===== config.mk =====
export PLATFORM = sky130hd
export DESIGN_NAME = frame_crc_codec
export DESIGN_NICKNAME = d
export VERILOG_FILES = /design/src/rtl/frame_crc_pkg.sv /design/src/rtl/crc8_byte_step.sv /design/src/rtl/frame_crc_calc.sv /design/src/rtl/frame_word_encoder.sv /design/src/rtl/frame_word_checker.sv /design/src/rtl/frame_crc_codec.sv
export SDC_FILE = /design/constraint.sdc
export NUM_CORES = 1
export LEC_CHECK = 0
export BUFFER_PORTS_ARGS = -buffer_cell sky130_fd_sc_hd__buf_4
export CAP_MARGIN = 20
export CORE_MARGIN = 5
export CORE_UTILIZATION = 54
export CTS_BUF_LIST = sky130_fd_sc_hd__clkbuf_4
export DETAILED_ROUTE_END_ITERATION = 8
export GPL_TIMING_DRIVEN = 0
export PLACE_DENSITY = 0.88
export SLEW_MARGIN = 15
export SYNTH_ARGS = -nofsm -noshare
export SYNTH_HDL_FRONTEND = slang
export SYNTH_SLANG_ARGS = --single-unit

===== constraint.sdc =====
create_clock -name clk -period 4.6 [get_ports clk]
set_input_delay 1.38 -clock clk [delete_from_list [all_inputs] [get_ports clk]]
set_output_delay 1.38 -clock clk [all_outputs]
set_load 0.01 [all_outputs]

===== src/rtl/frame_crc_pkg.sv =====
package frame_crc_pkg;
  localparam int WORD_W   = 32;
  localparam int DEV_W    = 5;
  localparam int REG_W    = 6;
  localparam int BYTE_W   = 8;
  localparam int CH_W     = 4;
  localparam int RES_W    = 12;
  localparam int CRC_W    = 8;
  localparam int MSG_W    = 3 * BYTE_W;
  localparam logic [7:0] DEFAULT_POLY = 8'h2F;

  // field positions (upper bit of each field)
  localparam int DEV_HI   = WORD_W - 1;
  localparam int DEV_LO   = DEV_HI - DEV_W + 1;
  localparam int REG_HI   = DEV_LO - 1;
  localparam int REG_LO   = REG_HI - REG_W + 1;
  localparam int DAT_HI   = REG_LO - 1;
  localparam int DAT_LO   = DAT_HI - BYTE_W + 1;
  localparam int BC_BIT   = DAT_LO - 1;
  localparam int CH_HI    = REG_HI;
  localparam int CH_LO    = CH_HI - CH_W + 1;
  localparam int RES_HI   = CH_LO - 1;
  localparam int RES_LO   = RES_HI - RES_W + 1;

  // write: CRC over 31:11, CRC at 10:3, tail 2:0
  localparam int WR_MSG_LO = 11;
  localparam int WR_CRC_LO = 3;
  localparam logic [2:0] WR_TAIL = 3'b010;
  // read: CRC over 31:10, CRC at 9:2
  localparam int RD_MSG_LO = 10;
  localparam int RD_CRC_LO = 2;

  typedef struct packed {
    logic [DEV_W-1:0]  dev;
    logic [REG_W-1:0]  regad;
    logic [BYTE_W-1:0] data;
    logic [CH_W-1:0]   chan;
    logic [RES_W-1:0]  result;
  } rd_fields_t;
endpackage


===== src/rtl/crc8_byte_step.sv =====
module crc8_byte_step #(
  parameter int         W    = 8,
  parameter logic [7:0] POLY = 8'h2F
) (
  input  logic [W-1:0] din,
  output logic [W-1:0] dout
);
  logic [W-1:0] stg [0:W];
  assign stg[0] = din;
  for (genvar i = 0; i < W; i++) begin : g_shift
    assign stg[i+1] = stg[i][W-1] ? ({stg[i][W-2:0], 1'b0} ^ POLY[W-1:0])
                                  : {stg[i][W-2:0], 1'b0};
  end
  assign dout = stg[W];
endmodule


===== src/rtl/frame_crc_calc.sv =====
module frame_crc_calc
  import frame_crc_pkg::*;
#(
  parameter logic [7:0] POLY = DEFAULT_POLY
) (
  input  logic [MSG_W-1:0] msg,
  output logic [CRC_W-1:0] crc
);
  logic [CRC_W-1:0] r_hi, r_mid;

  crc8_byte_step #(.W(CRC_W), .POLY(POLY)) i_step_hi (
    .din (msg[MSG_W-1 -: BYTE_W]),
    .dout(r_hi)
  );
  crc8_byte_step #(.W(CRC_W), .POLY(POLY)) i_step_mid (
    .din (r_hi ^ msg[2*BYTE_W-1 -: BYTE_W]),
    .dout(r_mid)
  );
  // low byte folded in without a further reduction
  assign crc = r_mid ^ msg[BYTE_W-1:0];
endmodule


===== src/rtl/frame_word_encoder.sv =====
module frame_word_encoder
  import frame_crc_pkg::*;
#(
  parameter logic [7:0] POLY = DEFAULT_POLY
) (
  input  logic              clk,
  input  logic              rst,
  input  logic              in_valid,
  output logic              in_ready,
  input  logic [DEV_W-1:0]  dev_addr,
  input  logic [REG_W-1:0]  reg_addr,
  input  logic [BYTE_W-1:0] data,
  input  logic              bcast,
  output logic              out_valid,
  output logic [WORD_W-1:0] out_word
);
  localparam int FIELD_W = WORD_W - WR_MSG_LO;

  logic [DEV_W-1:0]   dev_rev;
  logic [FIELD_W-1:0] field;
  logic [MSG_W-1:0]   msg;
  logic [CRC_W-1:0]   crc;
  logic               accept;

  for (genvar i = 0; i < DEV_W; i++) begin : g_rev
    assign dev_rev[DEV_W-1-i] = dev_addr[i];
  end

  assign field = {dev_rev, reg_addr, data, bcast, 1'b0};
  assign msg   = {{(MSG_W-FIELD_W){1'b0}}, field};

  frame_crc_calc #(.POLY(POLY)) i_crc (.msg(msg), .crc(crc));

  assign accept = in_valid && in_ready;

  always_ff @(posedge clk) begin
    if (rst) begin
      in_ready  <= 1'b0;
      out_valid <= 1'b0;
      out_word  <= '0;
    end else begin
      in_ready  <= 1'b1;
      out_valid <= accept;
      if (accept) out_word <= {field, crc, WR_TAIL};
    end
  end
endmodule


===== src/rtl/frame_word_checker.sv =====
module frame_word_checker
  import frame_crc_pkg::*;
#(
  parameter logic [7:0] POLY = DEFAULT_POLY
) (
  input  logic              clk,
  input  logic              rst,
  input  logic              in_valid,
  input  logic [WORD_W-1:0] word,
  output logic              out_valid,
  output logic              crc_ok,
  output rd_fields_t        fields
);
  localparam int FIELD_W = WORD_W - RD_MSG_LO;

  logic [MSG_W-1:0] msg;
  logic [CRC_W-1:0] crc;
  logic             match;
  logic [DEV_W-1:0] dev_log;
  rd_fields_t       dec;

  assign msg   = {{(MSG_W-FIELD_W){1'b0}}, word[WORD_W-1:RD_MSG_LO]};
  frame_crc_calc #(.POLY(POLY)) i_crc (.msg(msg), .crc(crc));
  assign match = (crc == word[RD_CRC_LO +: CRC_W]);

  for (genvar i = 0; i < DEV_W; i++) begin : g_rev
    assign dev_log[i] = word[DEV_HI-i];
  end

  always_comb begin
    dec        = '0;
    dec.dev    = dev_log;
    dec.regad  = word[REG_HI:REG_LO];
    dec.data   = word[DAT_HI:DAT_LO];
    dec.chan   = word[CH_HI:CH_LO];
    dec.result = word[RES_HI:RES_LO];
  end

  always_ff @(posedge clk) begin
    if (rst) begin
      out_valid <= 1'b0;
      crc_ok    <= 1'b0;
      fields    <= '0;
    end else begin
      out_valid <= in_valid;
      if (in_valid) begin
        crc_ok <= match;
        fields <= match ? dec : '0;
      end
    end
  end
endmodule


===== src/rtl/frame_crc_codec.sv =====
module frame_crc_codec
  import frame_crc_pkg::*;
#(
  parameter logic [7:0] POLY = DEFAULT_POLY
) (
  input  logic        clk,
  input  logic        rst,
  input  logic        enc_valid,
  output logic        enc_ready,
  input  logic [4:0]  enc_dev_addr,
  input  logic [5:0]  enc_reg_addr,
  input  logic [7:0]  enc_data,
  input  logic        enc_bcast,
  output logic        enc_word_valid,
  output logic [31:0] enc_word,
  input  logic        chk_valid,
  input  logic [31:0] chk_word,
  output logic        chk_out_valid,
  output logic        chk_crc_ok,
  output logic [4:0]  chk_dev_addr,
  output logic [5:0]  chk_reg_addr,
  output logic [7:0]  chk_reg_data,
  output logic [3:0]  chk_channel,
  output logic [11:0] chk_result
);
  rd_fields_t rd;

  frame_word_encoder #(.POLY(POLY)) i_enc (
    .clk(clk), .rst(rst),
    .in_valid(enc_valid), .in_ready(enc_ready),
    .dev_addr(enc_dev_addr), .reg_addr(enc_reg_addr),
    .data(enc_data), .bcast(enc_bcast),
    .out_valid(enc_word_valid), .out_word(enc_word)
  );

  frame_word_checker #(.POLY(POLY)) i_chk (
    .clk(clk), .rst(rst),
    .in_valid(chk_valid), .word(chk_word),
    .out_valid(chk_out_valid), .crc_ok(chk_crc_ok), .fields(rd)
  );

  assign chk_dev_addr = rd.dev;
  assign chk_reg_addr = rd.regad;
  assign chk_reg_data = rd.data;
  assign chk_channel  = rd.chan;
  assign chk_result   = rd.result;
endmodule


==> results.json, run 1 <==
{
  "die-area_um2": 7350,
  "cts_repair_resize_count": 0,
  "timing.max_cap.violations": 0,
  "r2r_slack_ns": 3.16,
  "number_of_antenna_violations_at_the_first_check_in_global_routing": 0,
  "worst_clock_skew_ns": 0.00647,
  "synth.yosys.seq_area_share_pct": 34.9,
  "rsz0062_at_grt": "false",
  "insertedDiodeCount": 0,
  "critical_path_cell_sequence": "buf_4, xnor3_1, xnor3_1, or2_1, mux2i_1, o2111ai_2, buf_6, o31ai_2",
  "finalMaxSlewViolations": 0,
  "netlist_top_cells_count": "sky130_fd_sc_hd__nand2_1, sky130_fd_sc_hd__dfxtp_1, sky130_fd_sc_hd__xnor2_1, sky130_fd_sc_hd__a21oi_1, sky130_fd_sc_hd__inv_1",
  "synth_top_cell_area_share_pct": 34.9,
  "final_period_minus_worst_setup_slack_ns": 3.29,
  "pin_slew_with_the_least_headroom_to_its_limit_ns": 0.546,
  "synthMostInstantiatedCell": "sky130_fd_sc_hd__nand2_1",
  "critical-path-top-cell-by-count": "sky130_fd_sc_hd__xnor3_1",
  "drt_first_pass_iters": 4,
  "syn_area_per_cell_um2": 9.24,
  "slew_headroom_pct": 63.6,
  "clock_tree_from_tritoncts": "yes",
  "finalSetupTns_ns": 0,
  "via_count_of_the_first_global_routing_pass": 2842,
  "vias_per_cell": 5.00,
  "combined_global_route_utilization_of_all_metal_layers_pct": 21.7,
  "synth-seq-cells": 54,
  "timing.hold.worst_path_depth": 2,
  "async_flop_share_pct": 0,
  "edff_count_synth": 0,
  "timing.critical_path.required_ns": 4.90,
  "cts_inserted_buffers": 5,
  "final_area_um2": 4150,
  "reg_area_um2": 1080,
  "yosys_warnings": 0,
  "buffer_ports.inserted": 119,
  "post_route_utilization_pct": 74.9,
  "final_antenna_net_count": 0,
  "cts_hold_repair.buffers": 0,
  "drive_above_1_share_pct": 38.4,
  "die_h_um": 85.7,
  "wl_per_cell_um": 14.7,
  "p_leak_nw": 1.95,
  "cp_slowest_cell": "sky130_fd_sc_hd__xnor3_1",
  "placementRows": 27,
  "post_synth_inst_count": 335,
  "dpl_cell_area_um2": 4090,
  "ir_drop_mv": 0.171,
  "postCtsSetupBuffers": 0,
  "route.detailed.drc": 0,
  "cts_clk_pin_slew_worst_paths_ns": 0.16,
  "multi_input_comb_area_um2": 1730,
  "critical_path_class": "input port to flip-flop",
  "wirelength_mm": 7.86,
  "synth.area.top_cells": "sky130_fd_sc_hd__dfxtp_1, sky130_fd_sc_hd__xnor2_1, sky130_fd_sc_hd__nand2_1, sky130_fd_sc_hd__o31ai_2, sky130_fd_sc_hd__xnor3_1",
  "buffer_type_at_the_clock_tree_root": "sky130_fd_sc_hd__clkbuf_4",
  "nNetsFinal": 519,
  "post_route_insts_no_fill": 536,
  "netlist-cell-type-count": 28,
  "drtIter0Drc": 105,
  "globalplace.congestion": 0.884,
  "max_freq_mhz": 304,
  "final_hold_viol_count": 0,
  "arrival_worst_endpoint_ns": 3.59,
  "fill_cells": 435,
  "cp_slowest_stage_delay_ns": 0.47,
  "pwr_density_cell_nw_per_um2": 299,
  "worst_setup_path_start_kind": "input port",
  "setup.worst_path.end_class": "flip-flop",
  "total_setup_violations_reported_at_the_end_of_the_flow": 0,
  "numClockSinks": 54,
  "globalRouteOverflowTotal": 0,
  "hp-class": "flip-flop to flip-flop",
  "min_period_over_period_pct": 71.6,
  "clock_network_latency_to_the_later_pin_of_the_worst_skew_pair_ns": 0.37,
  "grt_start_max_net_pins": 19,
  "area_growth_pct": 34.0,
  "core_region_area_um2": 5540,
  "postSynth.topFlopCell": "sky130_fd_sc_hd__dfxtp_1",
  "ioPinCount": 127,
  "placed_cells_incl_taps": 528,
  "fp.dieW_um": 85.7,
  "ctsLongestPathBuffers": 2,
  "worstPathMaxFanout": 10,
  "grt_pass1_wl_mm": 12.8,
  "detailedPlacementHpwl_mm": 6.54,
  "reg2regPathDepth": 5,
  "outcome": "completed",
  "synth.cell_area_um2": 3100,
  "synthDominantAreaCellType": "sky130_fd_sc_hd__dfxtp_1",
  "ctsHtreeMaxLevel": 2,
  "via_count": 2679,
  "initial_utilization_pct": 55.9
}
-- metal layers --
layer  share of wire [%]  global-route usage [%]  vias to the layer above
met3                 8.3                    5.38                       11
met4                 1.4                    6.04                        0
li1                    -                       -                     1309
met2                  53                    41.0                      107
met5                   0                       0                        -
met1                  38                    23.9                     1252
-- worst paths after layout --
| kind | startpoint | end |
|---|---|---|
| setup / recovery | chk_word[29] | i_chk.fields[31]$_SDFFE_PP0P_ |
| hold / removal | i_enc.out_word[9]$_SDFFE_PP0P_ | i_enc.out_word[9]$_SDFFE_PP0P_ |
| setup reg to reg | i_enc.in_ready$_DFF_P_ | i_enc.out_word[4]$_SDFFE_PP0P_ |
| hold reg to reg | i_enc.out_word[9]$_SDFFE_PP0P_ | i_enc.out_word[9]$_SDFFE_PP0P_ |
-- kinds of logic (layout without fill, tap and decap cells) --
family | Yosys count | count (layout) | synth area share [%]
buffers and inverters | 56 | 183 | 9.54
flip-flops | 54 | 54 | 34.9
AND/OR/NAND/NOR | 90 | 90 | 11.6
XOR/XNOR | 81 | 81 | 29.5
other | 1 | 3 | 0.121
AO/OA/AOI/OAI | 51 | 51 | 13.6
multiplexers | 2 | 2 | 0.687
-- state kept, by name (all words and copies together), names as in the netlist --
signal and cells:
i_enc.out_word 29, i_chk.fields 21, i_chk.crc_ok 1, i_chk.out_valid 1, i_enc.in_ready 1, i_enc.out_valid 1
-- critical path, delay by kind of cell --
| family | cells | cell delay, ns |
|---|---|---|
| AOI/OAI and AO/OA | 2 | 0.49 |
| xor gates and xnor gates | 2 | 0.92 |
| buffers and inverters | 2 | 0.36 |
| muxes | 1 | 0.19 |
| and+or+nand+nor | 1 | 0.25 |
-- power by group --
group | switching, mW | total, mW | internal, mW
registers | 0.0117 | 0.500 | 0.489
logic | 0.267 | 0.522 | 0.254
clock network | 0.157 | 0.218 | 0.0616
total | 0.436 | 1.24 | 0.805
-- cells in the final DEF (no fill, tap or decap), types with 3 or more instances in the layout --
cell type / netlist / layout
sky130_fd_sc_hd__xor2_1: 16 / 16
sky130_fd_sc_hd__xnor2_1: 49 / 49
sky130_fd_sc_hd__o31ai_2: 19 / 19
sky130_fd_sc_hd__clkbuf_4: 0 / 5
sky130_fd_sc_hd__clkbuf_1: 11 / 11
sky130_fd_sc_hd__xnor2_2: 3 / 3
sky130_fd_sc_hd__conb_1: 1 / 3
sky130_fd_sc_hd__nor2_1: 6 / 6
sky130_fd_sc_hd__nand2_1: 77 / 77
sky130_fd_sc_hd__inv_1: 22 / 22
sky130_fd_sc_hd__a21oi_1: 26 / 26
sky130_fd_sc_hd__xnor3_1: 10 / 10
sky130_fd_sc_hd__dfxtp_1: 54 / 54
sky130_fd_sc_hd__buf_4: 18 / 137
sky130_fd_sc_hd__xnor3_2: 3 / 3
-- layout make-up --
type	instances	share of cell area, %
inverters	22	1.99
clock inverters	3	0.573
repair buffers	119	21.5
multi-input cells	227	41.6
flip-flops and latches	54	26.1
well taps	72	2.17
plain buffers	34	5.13
clock buffers	5	0.905
-- per-stage QoR --
stage	setup slack (ns)	power (mW)	hold slack (ns)
finish	1.31	1.24	0.461
global route	1.24	1.31	0.498
CTS	1.33	1.25	0.465
detailed placement	0.922	1.03	0.442
global placement	1.02	1.01	0.440
floorplan	1.24	0.886	0.476
Power figures use the tool's default switching activity.
==> inputs of run 2 (changes only) <==
--- a/config.mk
+++ b/config.mk
@@ -8,11 +8,11 @@
 export BUFFER_PORTS_ARGS = -buffer_cell sky130_fd_sc_hd__buf_4
 export CAP_MARGIN = 20
 export CORE_MARGIN = 5
-export CORE_UTILIZATION = 54
+export CORE_UTILIZATION = 50
 export CTS_BUF_LIST = sky130_fd_sc_hd__clkbuf_4
 export DETAILED_ROUTE_END_ITERATION = 8
 export GPL_TIMING_DRIVEN = 0
-export PLACE_DENSITY = 0.88
+export PLACE_DENSITY = 0.83
 export SLEW_MARGIN = 15
 export SYNTH_ARGS = -nofsm -noshare
 export SYNTH_HDL_FRONTEND = slang
==> constraint.sdc (replaced) <==
create_clock -name clk -period 3.2 [get_ports clk]
set_input_delay 0.96 -clock clk [delete_from_list [all_inputs] [get_ports clk]]
set_output_delay 0.96 -clock clk [all_outputs]
set_load 0.01 [all_outputs]
==> results.json, run 2 (same netlist as run 1, synthesis figures left out) <==
{
  "wirelength_mm": 7.72,
  "nNetsFinal": 519,
  "worst_clock_skew_ns": 0.0107,
  "timing.max_cap.violations": 0,
  "cp_slowest_cell": "sky130_fd_sc_hd__xnor3_1",
  "biggestRegsByFlops": "i_enc.out_word x29, i_chk.fields x21",
  "grt_start_max_net_pins": 19,
  "worstPathMaxFanout": 10,
  "final_period_minus_worst_setup_slack_ns": 2.82,
  "final_cell_mix": "sky130_fd_sc_hd__buf_4, sky130_fd_sc_hd__nand2_1, sky130_fd_sc_hd__dfxtp_1, sky130_fd_sc_hd__xnor2_1, sky130_fd_sc_hd__a21oi_1",
  "arrival_worst_endpoint_ns": 3.11,
  "die_h_um": 88.7,
  "vias_per_cell": 4.90,
  "final_common_cell": "sky130_fd_sc_hd__buf_4",
  "critical_path_cell_sequence": "buf_4, xnor3_1, xnor3_1, or2_1, mux2i_1, o2111ai_2, buf_6, o31ai_2",
  "wl_per_cell_um": 14.3,
  "hp-class": "flip-flop to flip-flop",
  "via_count": 2641,
  "post_route_utilization_pct": 69.7,
  "cts_repair_resize_count": 0,
  "ctsLongestPathBuffers": 2,
  "buffer_type_at_the_clock_tree_root": "sky130_fd_sc_hd__clkbuf_4",
  "top_family_by_delay_on_critical_path": "XOR/XNOR gates",
  "route.detailed.drc": 0,
  "buffer_ports.inserted": 119,
  "initial_utilization_pct": 52.0,
  "flip_flop_count_of_the_largest_register_all_copies_and_words_added": 29,
  "final_antenna_net_count": 0,
  "rsz0062_at_grt": "false",
  "critical_path_buf_inv_count": 2,
  "critical_path_class": "input port to flip-flop",
  "via_count_of_the_first_global_routing_pass": 2679,
  "pwr_density_cell_nw_per_um2": 428,
  "globalplace.congestion": 0.860,
  "number_of_antenna_violations_at_the_first_check_in_global_routing": 0,
  "final_hold_viol_count": 0,
  "combined_global_route_utilization_of_all_metal_layers_pct": 19.8,
  "critical-path-top-cell-by-count": "sky130_fd_sc_hd__xnor3_1",
  "cp_slowest_stage_delay_ns": 0.48,
  "final_area_um2": 4150,
  "fill_cells": 483,
  "min_period_over_period_pct": 88.1,
  "outcome": "completed",
  "clock_network_latency_to_the_later_pin_of_the_worst_skew_pair_ns": 0.38,
  "cts_inserted_buffers": 5,
  "clock_tree_from_tritoncts": "yes",
  "most_flops_register": "i_enc.out_word",
  "setup.worst_path.end_class": "flip-flop",
  "hold_slack_ns": 0.469,
  "total_setup_violations_reported_at_the_end_of_the_flow": 0,
  "drive_above_1_share_pct": 38.4,
  "drt_first_pass_iters": 4,
  "placementRows": 28,
  "ioPinCount": 127,
  "fp.dieW_um": 88.7,
  "die-area_um2": 7870,
  "postCtsSetupBuffers": 0,
  "grt_pass1_wl_mm": 12.1,
  "drtIter0Drc": 68,
  "numClockSinks": 54,
  "globalRouteOverflowTotal": 0,
  "ir_drop_mv": 0.209,
  "worst_setup_path_start_kind": "input port",
  "p_leak_nw": 1.95,
  "area_growth_pct": 34.1,
  "timing.critical_path.required_ns": 3.49,
  "max_freq_mhz": 355,
  "insertedDiodeCount": 0,
  "finalPower_mw": 1.78,
  "finalMaxSlewViolations": 0,
  "detailedPlacementHpwl_mm": 6.44,
  "finalSetupTns_ns": 0,
  "core_region_area_um2": 5960,
  "ctsHtreeMaxLevel": 2,
  "dpl_cell_area_um2": 4090,
  "cts_hold_repair.buffers": 0,
  "cts_clk_pin_slew_worst_paths_ns": 0.16
}
run 2: cell counts in the layout (fill, tap and decap cells not counted):
Identical to the previous run, type by type.
run 2: worst min-delay path: stages (launching register included):
cell and delay (ns):
sky130_fd_sc_hd__dfxtp_1 0.35, sky130_fd_sc_hd__nand2_1 0.05, sky130_fd_sc_hd__a21oi_1 0.05
run 2: stage by stage:
| stage | instances | setup slack, ns |
|---|---|---|
| floorplan | 337 | 0.260 |
| global placement | 531 | 0.0473 |
| global route | 539 | 0.299 |
| finish | 539 | 0.380 |
| CTS | 539 | 0.379 |
| detailed placement | 531 | -0.0185 |
run 2: worst paths after layout:
| check | start | to | slack (ns) | cells after the start |
|---|---|---|---|---|
| hold reg to reg | i_enc.out_word[18]$_SDFFE_PP0P_ | i_enc.out_word[18]$_SDFFE_PP0P_ | 0.47 | 2 |
| setup / recovery | chk_word[29] | i_chk.fields[25]$_SDFFE_PP0P_ | 0.38 | 8 |
| hold / removal | i_enc.out_word[18]$_SDFFE_PP0P_ | i_enc.out_word[18]$_SDFFE_PP0P_ | 0.47 | 2 |
| setup reg to reg | i_enc.in_ready$_DFF_P_ | i_enc.out_word[24]$_SDFFE_PP0P_ | 1.81 | 5 |
run 2: per-layer routing:
metal,up-vias,routed length (µm),GRT usage [%]
met4,0,150,5.77
li1,1303,-,-
met1,1212,2930,22.5
met3,14,818,5.77
met5,-,0,0
met2,112,3830,35.7
run 2: cell type report:
| cell class | count | area (µm²) | area share, % |
|---|---|---|---|
| Timing Repair Buffer | 119 | 893 | 21.5 |
| Tap cell | 75 | 93.8 | 2.26 |
| Clock inverter | 3 | 23.8 | 0.572 |
| Multi-Input combinational cell | 227 | 1730 | 41.6 |
| Clock buffer | 5 | 37.5 | 0.904 |
| Buffer | 34 | 213 | 5.12 |
| Sequential cell | 54 | 1080 | 26.0 |
| Inverter | 22 | 82.6 | 1.99 |
run 2: where the power goes:
group	switching [mW]	internal (mW)
Combinational	0.377	0.366
Sequential	0.0159	0.702
Clock	0.229	0.0885
